<file path="src/rtl/dma_chain_pkg.sv">
package dma_chain_pkg;

  typedef enum logic [2:0] {
    K_REF_END   = 3'd0,
    K_COUNT     = 3'd1,
    K_JUMP      = 3'd2,
    K_REF       = 3'd3,
    K_REF_STALL = 3'd4,
    K_CALL      = 3'd5,
    K_RETURN    = 3'd6,
    K_END       = 3'd7
  } tag_kind_e;

  typedef enum logic [1:0] {
    ST_IDLE  = 2'd0,
    ST_FETCH = 2'd1,
    ST_MOVE  = 2'd2,
    ST_STEP  = 2'd3
  } seq_state_e;

  localparam int CTL_DIR    = 0;
  localparam int CTL_MOD_LO = 2;
  localparam int CTL_TTE    = 6;
  localparam int CTL_TIE    = 7;
  localparam int CTL_STR    = 8;

  localparam logic [1:0] MODE_CHAIN = 2'b01;

  localparam logic [1:0] RA_CONTROL = 2'd0;
  localparam logic [1:0] RA_MEMADDR = 2'd1;
  localparam logic [1:0] RA_COUNT   = 2'd2;
  localparam logic [1:0] RA_TAGADDR = 2'd3;

endpackage

</file>
<file path="src/rtl/dma_tag_decode.sv">
module dma_tag_decode
  import dma_chain_pkg::*;
#(
  parameter int AW = 32,
  parameter int CW = 16
) (
  input  logic [63:0]   tag_i,
  output logic [CW-1:0] cnt_o,
  output tag_kind_e     kind_o,
  output logic          irq_o,
  output logic [AW-1:0] ptr_o,
  output logic [15:0]   ctl_hi_o,
  output logic          from_ptr_o,
  output logic          skip_tag_o,
  output logic          call_o
);

  localparam logic [AW-1:0] ALIGN_MASK = ~AW'(15);

  always_comb begin
    cnt_o      = tag_i[CW-1:0];
    kind_o     = tag_kind_e'(tag_i[30:28]);
    irq_o      = tag_i[31];
    ptr_o      = tag_i[32 +: AW] & ALIGN_MASK;
    ctl_hi_o   = tag_i[31:16];
    from_ptr_o = (kind_o == K_REF_END) || (kind_o == K_REF) || (kind_o == K_REF_STALL);
    skip_tag_o = (kind_o == K_REF) || (kind_o == K_REF_STALL);
    call_o     = (kind_o == K_CALL);
  end

endmodule

</file>
<file path="src/rtl/dma_addr_stack.sv">
module dma_addr_stack #(
  parameter int DEPTH = 2,
  parameter int AW    = 32,
  parameter int SPW   = $clog2(DEPTH + 1)
) (
  input  logic           clk,
  input  logic           rst_n,
  input  logic           clr_i,
  input  logic           push_i,
  input  logic           pop_i,
  input  logic [AW-1:0]  din_i,
  output logic [AW-1:0]  top_o,
  output logic [SPW-1:0] sp_o,
  output logic           full_o,
  output logic           empty_o
);

  logic [AW-1:0]  ent_q [DEPTH];
  logic [SPW-1:0] sp_q, sp_n;

  always_comb begin
    sp_n = sp_q;
    if (clr_i)
      sp_n = '0;
    else if (push_i && !full_o)
      sp_n = sp_q + 1'b1;
    else if (pop_i && !empty_o)
      sp_n = sp_q - 1'b1;
  end

  always_ff @(posedge clk or negedge rst_n) begin
    if (!rst_n) sp_q <= '0;
    else        sp_q <= sp_n;
  end

  for (genvar gi = 0; gi < DEPTH; gi++) begin : g_entry
    logic wr_en;
    assign wr_en = push_i && !clr_i && (sp_q == SPW'(gi));
    always_ff @(posedge clk or negedge rst_n) begin
      if (!rst_n)     ent_q[gi] <= '0;
      else if (wr_en) ent_q[gi] <= din_i;
    end
  end

  always_comb begin
    top_o = '0;
    for (int i = 0; i < DEPTH; i++)
      if (sp_q == SPW'(i + 1)) top_o = ent_q[i];
  end

  assign sp_o    = sp_q;
  assign full_o  = (sp_q == SPW'(DEPTH));
  assign empty_o = (sp_q == '0);

endmodule

</file>
<file path="src/rtl/dma_chain_seq.sv">
module dma_chain_seq
  import dma_chain_pkg::*;
#(
  parameter int AW          = 32,
  parameter int DW          = 128,
  parameter int CW          = 16,
  parameter int STACK_DEPTH = 2
) (
  input  logic          clk,
  input  logic          rst_n,
  input  logic          reg_we,
  input  logic [1:0]    reg_addr,
  input  logic [31:0]   reg_wdata,
  output logic [31:0]   reg_rdata,
  output logic          mem_req,
  output logic [AW-1:0] mem_addr,
  input  logic          mem_rvalid,
  input  logic [DW-1:0] mem_rdata,
  input  logic          mem_berr,
  output logic          out_valid,
  output logic          out_tag,
  output logic [DW-1:0] out_data,
  output logic          chain_done,
  output logic          bus_err
);

  localparam int            SPW        = $clog2(STACK_DEPTH + 1);
  localparam logic [AW-1:0] QW_STEP    = AW'(16);
  localparam logic [AW-1:0] ALIGN_MASK = ~AW'(15);

  seq_state_e    state_q, state_n;
  logic          str_q, str_n;
  logic          dir_q, dir_n;
  logic [1:0]    mod_q, mod_n;
  logic          tte_q, tte_n;
  logic          tie_q, tie_n;
  logic [15:0]   tagf_q, tagf_n;
  logic [AW-1:0] madr_q, madr_n;
  logic [CW-1:0] qwc_q, qwc_n;
  logic [AW-1:0] tadr_q, tadr_n;
  tag_kind_e     kind_q, kind_n;
  logic          irq_q, irq_n;
  logic [AW-1:0] jump_q, jump_n;
  logic          done_q, done_n;
  logic          berr_q, berr_n;
  logic          halt;

  logic [CW-1:0] dec_cnt;
  tag_kind_e     dec_kind;
  logic          dec_irq;
  logic [AW-1:0] dec_ptr;
  logic [15:0]   dec_hi;
  logic          dec_from_ptr, dec_skip, dec_call;

  logic           stk_clr, stk_push, stk_pop;
  logic [AW-1:0]  stk_top;
  logic [SPW-1:0] stk_sp;
  logic           stk_full, stk_empty;

  dma_tag_decode #(.AW(AW), .CW(CW)) u_decode (
    .tag_i      (mem_rdata[63:0]),
    .cnt_o      (dec_cnt),
    .kind_o     (dec_kind),
    .irq_o      (dec_irq),
    .ptr_o      (dec_ptr),
    .ctl_hi_o   (dec_hi),
    .from_ptr_o (dec_from_ptr),
    .skip_tag_o (dec_skip),
    .call_o     (dec_call)
  );

  dma_addr_stack #(.DEPTH(STACK_DEPTH), .AW(AW), .SPW(SPW)) u_stack (
    .clk     (clk),
    .rst_n   (rst_n),
    .clr_i   (stk_clr),
    .push_i  (stk_push),
    .pop_i   (stk_pop),
    .din_i   (madr_q),
    .top_o   (stk_top),
    .sp_o    (stk_sp),
    .full_o  (stk_full),
    .empty_o (stk_empty)
  );

  // Port-side combinational outputs
  assign mem_req    = (state_q == ST_FETCH) || (state_q == ST_MOVE);
  assign mem_addr   = (state_q == ST_FETCH) ? tadr_q : madr_q;
  assign out_valid  = mem_rvalid && !mem_berr &&
                      ((state_q == ST_MOVE) || ((state_q == ST_FETCH) && tte_q));
  assign out_tag    = (state_q == ST_FETCH);
  assign out_data   = mem_rdata;
  assign chain_done = done_q;
  assign bus_err    = berr_q;

  always_comb begin
    case (reg_addr)
      RA_CONTROL: reg_rdata = {tagf_q, 7'b0, str_q, tie_q, tte_q, 2'(stk_sp),
                               mod_q, 1'b0, dir_q};
      RA_MEMADDR: reg_rdata = 32'(madr_q);
      RA_COUNT:   reg_rdata = 32'(qwc_q);
      default:    reg_rdata = 32'(tadr_q);
    endcase
  end

  // Next-state logic
  always_comb begin
    state_n  = state_q;
    str_n    = str_q;
    dir_n    = dir_q;
    mod_n    = mod_q;
    tte_n    = tte_q;
    tie_n    = tie_q;
    tagf_n   = tagf_q;
    madr_n   = madr_q;
    qwc_n    = qwc_q;
    tadr_n   = tadr_q;
    kind_n   = kind_q;
    irq_n    = irq_q;
    jump_n   = jump_q;
    done_n   = 1'b0;
    berr_n   = 1'b0;
    stk_clr  = 1'b0;
    stk_push = 1'b0;
    stk_pop  = 1'b0;
    halt     = 1'b0;

    unique case (state_q)
      ST_IDLE: begin
        if (reg_we) begin
          case (reg_addr)
            RA_CONTROL: begin
              dir_n  = reg_wdata[CTL_DIR];
              mod_n  = reg_wdata[CTL_MOD_LO +: 2];
              tte_n  = reg_wdata[CTL_TTE];
              tie_n  = reg_wdata[CTL_TIE];
              tagf_n = reg_wdata[31:16];
              if (reg_wdata[CTL_STR] && (reg_wdata[CTL_MOD_LO +: 2] == MODE_CHAIN)) begin
                str_n   = 1'b1;
                stk_clr = 1'b1;
                state_n = ST_FETCH;
              end
            end
            RA_MEMADDR: madr_n = AW'(reg_wdata) & ALIGN_MASK;
            RA_COUNT:   qwc_n  = CW'(reg_wdata);
            default:    tadr_n = AW'(reg_wdata) & ALIGN_MASK;
          endcase
        end
      end

      ST_FETCH: begin
        if (mem_berr) begin
          berr_n  = 1'b1;
          str_n   = 1'b0;
          state_n = ST_IDLE;
        end else if (mem_rvalid) begin
          tagf_n = dec_hi;
          qwc_n  = dec_cnt;
          kind_n = dec_kind;
          irq_n  = dec_irq;
          jump_n = dec_ptr;
          madr_n = dec_from_ptr ? dec_ptr : (tadr_q + QW_STEP);
          if (dec_skip)
            tadr_n = tadr_q + QW_STEP;
          if (dec_call && stk_full) begin
            berr_n  = 1'b1;
            str_n   = 1'b0;
            state_n = ST_IDLE;
          end else begin
            state_n = (dec_cnt == '0) ? ST_STEP : ST_MOVE;
          end
        end
      end

      ST_MOVE: begin
        if (mem_berr) begin
          berr_n  = 1'b1;
          str_n   = 1'b0;
          state_n = ST_IDLE;
        end else if (mem_rvalid) begin
          madr_n = madr_q + QW_STEP;
          qwc_n  = qwc_q - 1'b1;
          if (qwc_q == CW'(1))
            state_n = ST_STEP;
        end
      end

      ST_STEP: begin
        unique case (kind_q)
          K_REF_END:   halt = 1'b1;
          K_COUNT:     tadr_n = madr_q;
          K_JUMP:      tadr_n = jump_q;
          K_REF,
          K_REF_STALL: ;
          K_CALL: begin
            stk_push = 1'b1;
            tadr_n   = jump_q;
          end
          K_RETURN: begin
            if (stk_empty) begin
              halt = 1'b1;
            end else begin
              stk_pop = 1'b1;
              tadr_n  = stk_top;
            end
          end
          K_END:       halt = 1'b1;
        endcase
        if (irq_q && tie_q)
          halt = 1'b1;
        if (halt) begin
          done_n  = 1'b1;
          str_n   = 1'b0;
          state_n = ST_IDLE;
        end else begin
          state_n = ST_FETCH;
        end
      end
    endcase
  end

  // State registers
  always_ff @(posedge clk or negedge rst_n) begin
    if (!rst_n) begin
      state_q <= ST_IDLE;
      str_q   <= 1'b0;
      dir_q   <= 1'b0;
      mod_q   <= 2'b00;
      tte_q   <= 1'b0;
      tie_q   <= 1'b0;
      tagf_q  <= '0;
      madr_q  <= '0;
      qwc_q   <= '0;
      tadr_q  <= '0;
      kind_q  <= K_REF_END;
      irq_q   <= 1'b0;
      jump_q  <= '0;
      done_q  <= 1'b0;
      berr_q  <= 1'b0;
    end else begin
      state_q <= state_n;
      str_q   <= str_n;
      dir_q   <= dir_n;
      mod_q   <= mod_n;
      tte_q   <= tte_n;
      tie_q   <= tie_n;
      tagf_q  <= tagf_n;
      madr_q  <= madr_n;
      qwc_q   <= qwc_n;
      tadr_q  <= tadr_n;
      kind_q  <= kind_n;
      irq_q   <= irq_n;
      jump_q  <= jump_n;
      done_q  <= done_n;
      berr_q  <= berr_n;
    end
  end

endmodule

</file>
<file path="config.mk">
export PLATFORM = sky130hd
export DESIGN_NAME = dma_chain_seq
export DESIGN_NICKNAME = d
export VERILOG_FILES = /design/src/rtl/dma_chain_pkg.sv /design/src/rtl/dma_tag_decode.sv /design/src/rtl/dma_addr_stack.sv /design/src/rtl/dma_chain_seq.sv
export SDC_FILE = /design/constraint.sdc
export NUM_CORES = 1
export LEC_CHECK = 0
export BUFFER_PORTS_ARGS = -buffer_cell sky130_fd_sc_hd__buf_4
export CORE_AREA = 2 2 187 189
export DETAILED_ROUTE_END_ITERATION = 8
export DIE_AREA = 0 0 189 191
export GPL_TIMING_DRIVEN = 0
export MAX_ROUTING_LAYER = met4
export PLACE_DENSITY = 0.66
export SETUP_SLACK_MARGIN = 0.15
export SLEW_MARGIN = 10
export SYNTH_ARGS = -nofsm -noshare
export SYNTH_HDL_FRONTEND = slang
export SYNTH_SLANG_ARGS = --single-unit
</file>
<file path="constraint.sdc">
create_clock -name clk -period 3.2 [get_ports clk]
set_input_delay 0.32 -clock clk [delete_from_list [all_inputs] [get_ports clk]]
set_output_delay 0.32 -clock clk [all_outputs]
set_load 0.05 [all_outputs]
</file>
Word-level counts from Yosys, hierarchy flattened
Cells that the tools add are included.
{"block": "classes", "addsub": 5, "n_eq_ne": 36, "mux": 76, "bitwise": 1, "reduce_logical": 41}
{"cell": "2-to-1 mux 32 bit", "count": 16}
{"cell": "one-hot mux 32 bit (3 select lines)", "count": 4}
{"cell": "2-to-1 mux 16 bit", "count": 10}
{"cell": "adder 32 x 5 -> 32 bit, second input constant", "count": 2}
{"cell": "one-hot mux 16 bit (3 select lines)", "count": 1}
{"cell": "one-hot mux 16 bit (2 select lines)", "count": 1}
{"cell": "2-to-1 mux 1 bit", "count": 28}
{"cell": "2-to-1 mux 2 bit", "count": 12}
{"cell": "AND reduction 7 bit", "count": 3}
{"cell": "inequality test 2 bit, second input constant", "count": 9}
{"cell": "== test 16 x 1 -> 1 bit, second input constant", "count": 1}
{"cell": "zero test 16 bit", "count": 1}
{"cell": "subtractor 16 x 1 -> 16 bit, second input constant", "count": 1}
{"cell": "== test 3 bit, second input constant", "count": 5}
{"cell": "logical AND 1 bit", "count": 11}
{"cell": "inequality test 3 bit, second input constant", "count": 3}
{"cell": "nonzero test 3 bit", "count": 3}
{"cell": "== test 2 x 1 -> 1 bit, second input constant", "count": 4}
{"cell": "== test 2 bit, second input constant", "count": 4}
{"cell": "inequality test 2 x 1 -> 1 bit, second input constant", "count": 4}
{"cell": "one-hot mux 2 bit (4 select lines)", "count": 1}
{"cell": "AND reduction 8 bit", "count": 1}
{"cell": "== test 3 x 2 -> 1 bit, second input constant", "count": 2}
{"cell": "zero test 2 bit", "count": 3}
{"cell": "other kinds (17)", "count": 29}
{"block": "word_totals", "reg_bits": 204, "input_bits": 167, "out_inout_bits": 197, "word_cells": 177}

Logic depth before layout (Yosys ltp)
{"block": "logic_depth", "ltp_word": 9, "mapped_depth": 10, "depth_no_buf": 7}

Hierarchy
From an unflattened synthesis, not the netlist that was laid out.
{"block": "unflattened", "hier_cells": 1653, "area_unflattened_um2": 15313.4}
{"mod": "dma_chain_seq", "instances": 1, "cells_per_inst": 1384, "area_each_um2": 11642.4, "seq_area_each_um2": 3553.4}
{"mod": "dma_addr_stack", "instances": 1, "cells_per_inst": 194, "area_each_um2": 3124.2, "seq_area_each_um2": 1651.6}
{"mod": "dma_tag_decode", "instances": 1, "cells_per_inst": 75, "area_each_um2": 546.8, "seq_area_each_um2": 0.0}

Worst setup path after synthesis
Ideal clock, no wire load.
{"block": "synth_path", "path_type": "reg-to-output", "from": "reg state_q[1]", "to": "out mem_addr[15]", "t_arrival_ns": 2.789, "t_required_ns": 2.880, "path_slack_ns": 0.091, "stages_incl_launch_ff": 8, "n_path_buf": 4, "path_cell_list": "dfrtp_1 > inv_1 > ha_1 > clkbuf_1 > clkbuf_1 > clkbuf_1 > clkbuf_1 > o21ai_0"}
{"block": "synth_via", "elab_chain_cells": 2}
{"element": "start, declared", "line": "dma_chain_seq.sv:31", "source": "seq_state_e state_q, state_n;"}
{"element": "start signal, assigned", "line": "dma_chain_seq.sv:240", "source": "state_q <= state_n;"}
{"element": "== test 2 x 1 -> 1 bit"}
{"element": "net out_tag", "line": "dma_chain_seq.sv:21", "source": "output logic out_tag,"}
{"element": "2-to-1 mux 32 bit", "line": "dma_chain_seq.sv:87", "source": "assign mem_addr = (state_q == ST_FETCH) ? tadr_q : madr_q;"}
{"element": "end, declared", "line": "dma_chain_seq.sv:16", "source": "output logic [AW-1:0] mem_addr,"}
The timed path passes the listed nets, and every way through them passes these cells.

Worst setup path after layout
{"block": "layout_path", "from": "reg state_q[1]", "to": "out out_valid"}
{"block": "layout_via", "elab_chain_cells": 4, "elab_cells_between_ends": 5, "classes_between": "eq/ne: 2; reduce/logical: 3"}
{"element": "== test 2 x 1 -> 1 bit", "line": "dma_chain_seq.sv:89", "source": "((state_q == ST_MOVE) || ((state_q == ST_FETCH) && tte_q));"}
{"element": "logical AND 1 bit", "line": "dma_chain_seq.sv:89"}
{"element": "logical OR 1 bit (*)", "line": "dma_chain_seq.sv:89"}
{"element": "logical AND 1 bit (*)", "line": "dma_chain_seq.sv:88", "source": "assign out_valid = mem_rvalid && !mem_berr &&"}
{"element": "end, declared", "line": "dma_chain_seq.sv:20", "source": "output logic out_valid,"}
Mark *: on every way between the ends. The rest lies on a longest branch, timed or not.

==> impl_metrics.csv <==
group,metric,value,unit
min_path,hold_class,"primary input to flop",
cells_and_area,design_area,18300,um2
logic_synthesis,ys_ff_latch,204,
logic_synthesis,synth-main-ff-cell,"dfrtp_1",
clock_tree,root_buffer,"clkbuf_16",
floorplan,die_w,189,um
grt,grt_pass1_vias,13600,
cells_and_area,diodes,0,
sta,clock_skew,0.0194,ns
place,placed_area,17300,um2
logic_synthesis,yosys.area.top_type_share,0.354,
grt,overflow,0,
run_status,status,"completed",
clock_tree,clk_latency,0.55,ns
drt,drc_errors,0,
cells_and_area,syn_to_final_growth,26.8,%
worst_setup_path,end_kind,"output pin",
drt,wl_per_cell,26.0,um
logic_synthesis,synth_cell_types,84,
floorplan,core_area,34100,um2
grt,grt_pass1_wl,89800,um
cells_and_area,final_cell_mix,"buf_4 (429), dfrtp_1 (204), nand2_1 (150)",
worst_setup_path,critPathLaunchType,"flop",
logic_synthesis,yosys_warnings,0,
place,portBuffers,294,
place,pre_cts_slack,-0.490,ns
grt,antenna_found_initial,0,
drt,drt-pass1-iter-count,6,
drt,via_count,14600,
logic_synthesis,synthCells,1592,
sta,worstMarginPinSlew,0.981,ns
floorplan,num_io_pins,364,
place,gp_congestion,1.02,
sta,finalHoldViolations,0,
clock_tree,cts_buffers,25,
logic_synthesis,synth.area.top_cells,"dfrtp_1 (35%), buf_4 (6.9%), mux2_2 (6.0%)",
floorplan,start_util,0.422,
grt,grt_max_degree,73,
floorplan,die_height,191,um
logic_synthesis,syn-num-nets,1770,
cells_and_area,fin_cells,2391,
sta,maxSlewViolCount,0,
drt,viasPerCell,6.11,
min_path,holdPathStages,2,
drt,drt-initial-drc-count,1640,
worst_setup_path,slowest_stage,"dfrtp_1",
clock_tree,clock_sinks,204,
logic_synthesis,synthesis.area,14400,um2
worst_setup_path,arrival,2.72,ns
cells_and_area,multiInputGateArea,7640,um2
power_and_ir_drop,p_leak,8.15,nW
logic_synthesis,synth.avg_cell_area,9.05,um2
power_and_ir_drop,ir_drop,0.629,mV
worst_setup_path,cp_max_fo,10,
cells_and_area,drive_gt1_frac,0.335,
sta,setup_slack,0.156,ns
clock_tree,tritoncts,"done",
cells_and_area,layout.area.seq,5100,um2
logic_synthesis,yosysSeqAreaShare,0.354,
sta,fin_crit,3.04,ns
sta,finalSetupViolCount,0,
cells_and_area,fill_cells,3186,
sta,hold_slack,0.0353,ns
job,drv_cap,0,
clock_tree,clockBufferDepth,3,
logic_synthesis,synth_enable_flop_cells,0,
logic_synthesis,synth-async-reset-ratio,1.00,
drt,drt-total-wl,62100,um
worst_setup_path,path_cells,"inv_1, ha_1, clkbuf_4, clkbuf_4, clkbuf_8, clkbuf_8, a21oi_1, nor2_2, buf_4",
clock_tree,ctsHtreeMaxLevel,1,
cells_and_area,layout.cells.most_common,"buf_4",
worst_setup_path,max_stage_delay,0.41,ns
drt,ant_nets,0,
sta,finalCritPeriodShare,0.951,
worst_setup_path,critPathKind,"flop to output pin",
floorplan,die_area,36100,um2
place,dp.cells,2343,
sta,slew_headroom,0.346,
sta,max_freq,329,MHz
logic_synthesis,synth_top_area_cell,"dfrtp_1",
floorplan,fp-row-count,68,
worst_setup_path,cp.required,2.88,ns
grt,grt_use_total,0.344,
sta,rsz0062_at_grt,"true",
clock_tree,clk_pin_slew,0.07,ns
place,hpwlAfterDp,48200,um
power_and_ir_drop,power_density,1110,nW/um2
worst_setup_path,ff2ff_path_depth,8,
cells_and_area,nNetsFinal,2097,
sta,setup_tns,0,ns
[metrics by stage]
step | util | total power, mW
finish | 0.536 | 20.3
global route | 0.536 | 21.1
CTS | 0.533 | 19.8
detailed placement | 0.506 | 16.6
global placement | 0.504 | 16.5
floorplan | - | 12.2
[cell usage after synthesis, drive strengths merged, types with 22 or more instances]
cell,instances
nor4,31
nor3,44
clkbuf,96
a221oi,37
o21ai,96
nor2,92
dfrtp,204
a21oi,75
mux2i,33
nand3,30
mux2,139
buf,185
nand2,151
a22o,28
o31ai,22
[worst max-delay path: cells and delay by family (launching register included)]
kind,cells,cell delay [ns]
and+or+nand+nor,1,0.19
adders and majority gates,1,0.25
AOI/OAI and AO/OA,1,0.09
DFF,1,0.41
buffers and inverters,6,1.24
[layout make-up]
class	instances	area share
buffer	280	0.0921
inverter	23	0.00472
clock inverter	10	0.00753
timing repair buffer	301	0.127
multi-input combinational	1084	0.418
tap	455	0.0312
sequential	204	0.279
clock buffer	34	0.0394
[registers in the layout, summed over array words and instances (netlist names)]
name / flops
qwc_q: 16
tadr_q: 32
chain_done: 1
mod_q: 2
tie_q: 1
kind_q: 3
tte_q: 1
u_stack.ent_q: 64
irq_q: 1
tagf_q: 16
dir_q: 1
state_q: 2
str_q: 1
bus_err: 1
madr_q: 32
u_stack.sp_o: 2
jump_q: 28
[kinds of logic (layout without fill, tap and decap cells)]
logic type,after synthesis,count (layout),share of synthesized area
adders and majority gates,11,11,0.00955
muxes,180,180,0.144
DFF,204,204,0.354
and+or+nand+nor,458,458,0.163
xor gates and xnor gates,29,29,0.0176
buffers and inverters,304,648,0.117
AOI/OAI and AO/OA,406,406,0.194
[metal layers]
layer / track usage / up-vias / share of wire
met3: 0.0712 / 148 / 0.11
met1: 0.460 / 7135 / 0.41
met2: 0.523 / 921 / 0.44
li1: - / 6400 / -
met4: 0.110 / 0 / 0.036
met5: - / - / 0
[timing repair]
action	4_1_cts	5_1_grt
endpoints found under the setup margin	67	98
buffers inserted	0	4
hold buffers	1	0
hold endpoints to repair	62	0
pin swaps	0	1
gates resized for setup	40	27
[where the power goes]
part           internal [mW]  switching (mW)
clock                   1.81            1.19
combinational           4.15            8.88
sequential              3.49           0.758
total                   9.45            10.8
[path summary, 6_finish.rpt]
| kind | to | slack [ns] | from |
|---|---|---|---|
| max | out_valid | 0.16 | state_q[1] |
| min | dir_q | 0.04 | reg_wdata[0] |
| max reg2reg | madr_q[30] | 0.22 | state_q[0] |
| min reg2reg | u_stack.ent_q[23] | 0.49 | u_stack.ent_q[23] |
| max in group asynchronous | tagf_q[9] | 1.78 | rst_n |
| min in group asynchronous | u_stack.ent_q[32] | 0.31 | rst_n |
Power figures use the tool's default switching activity.
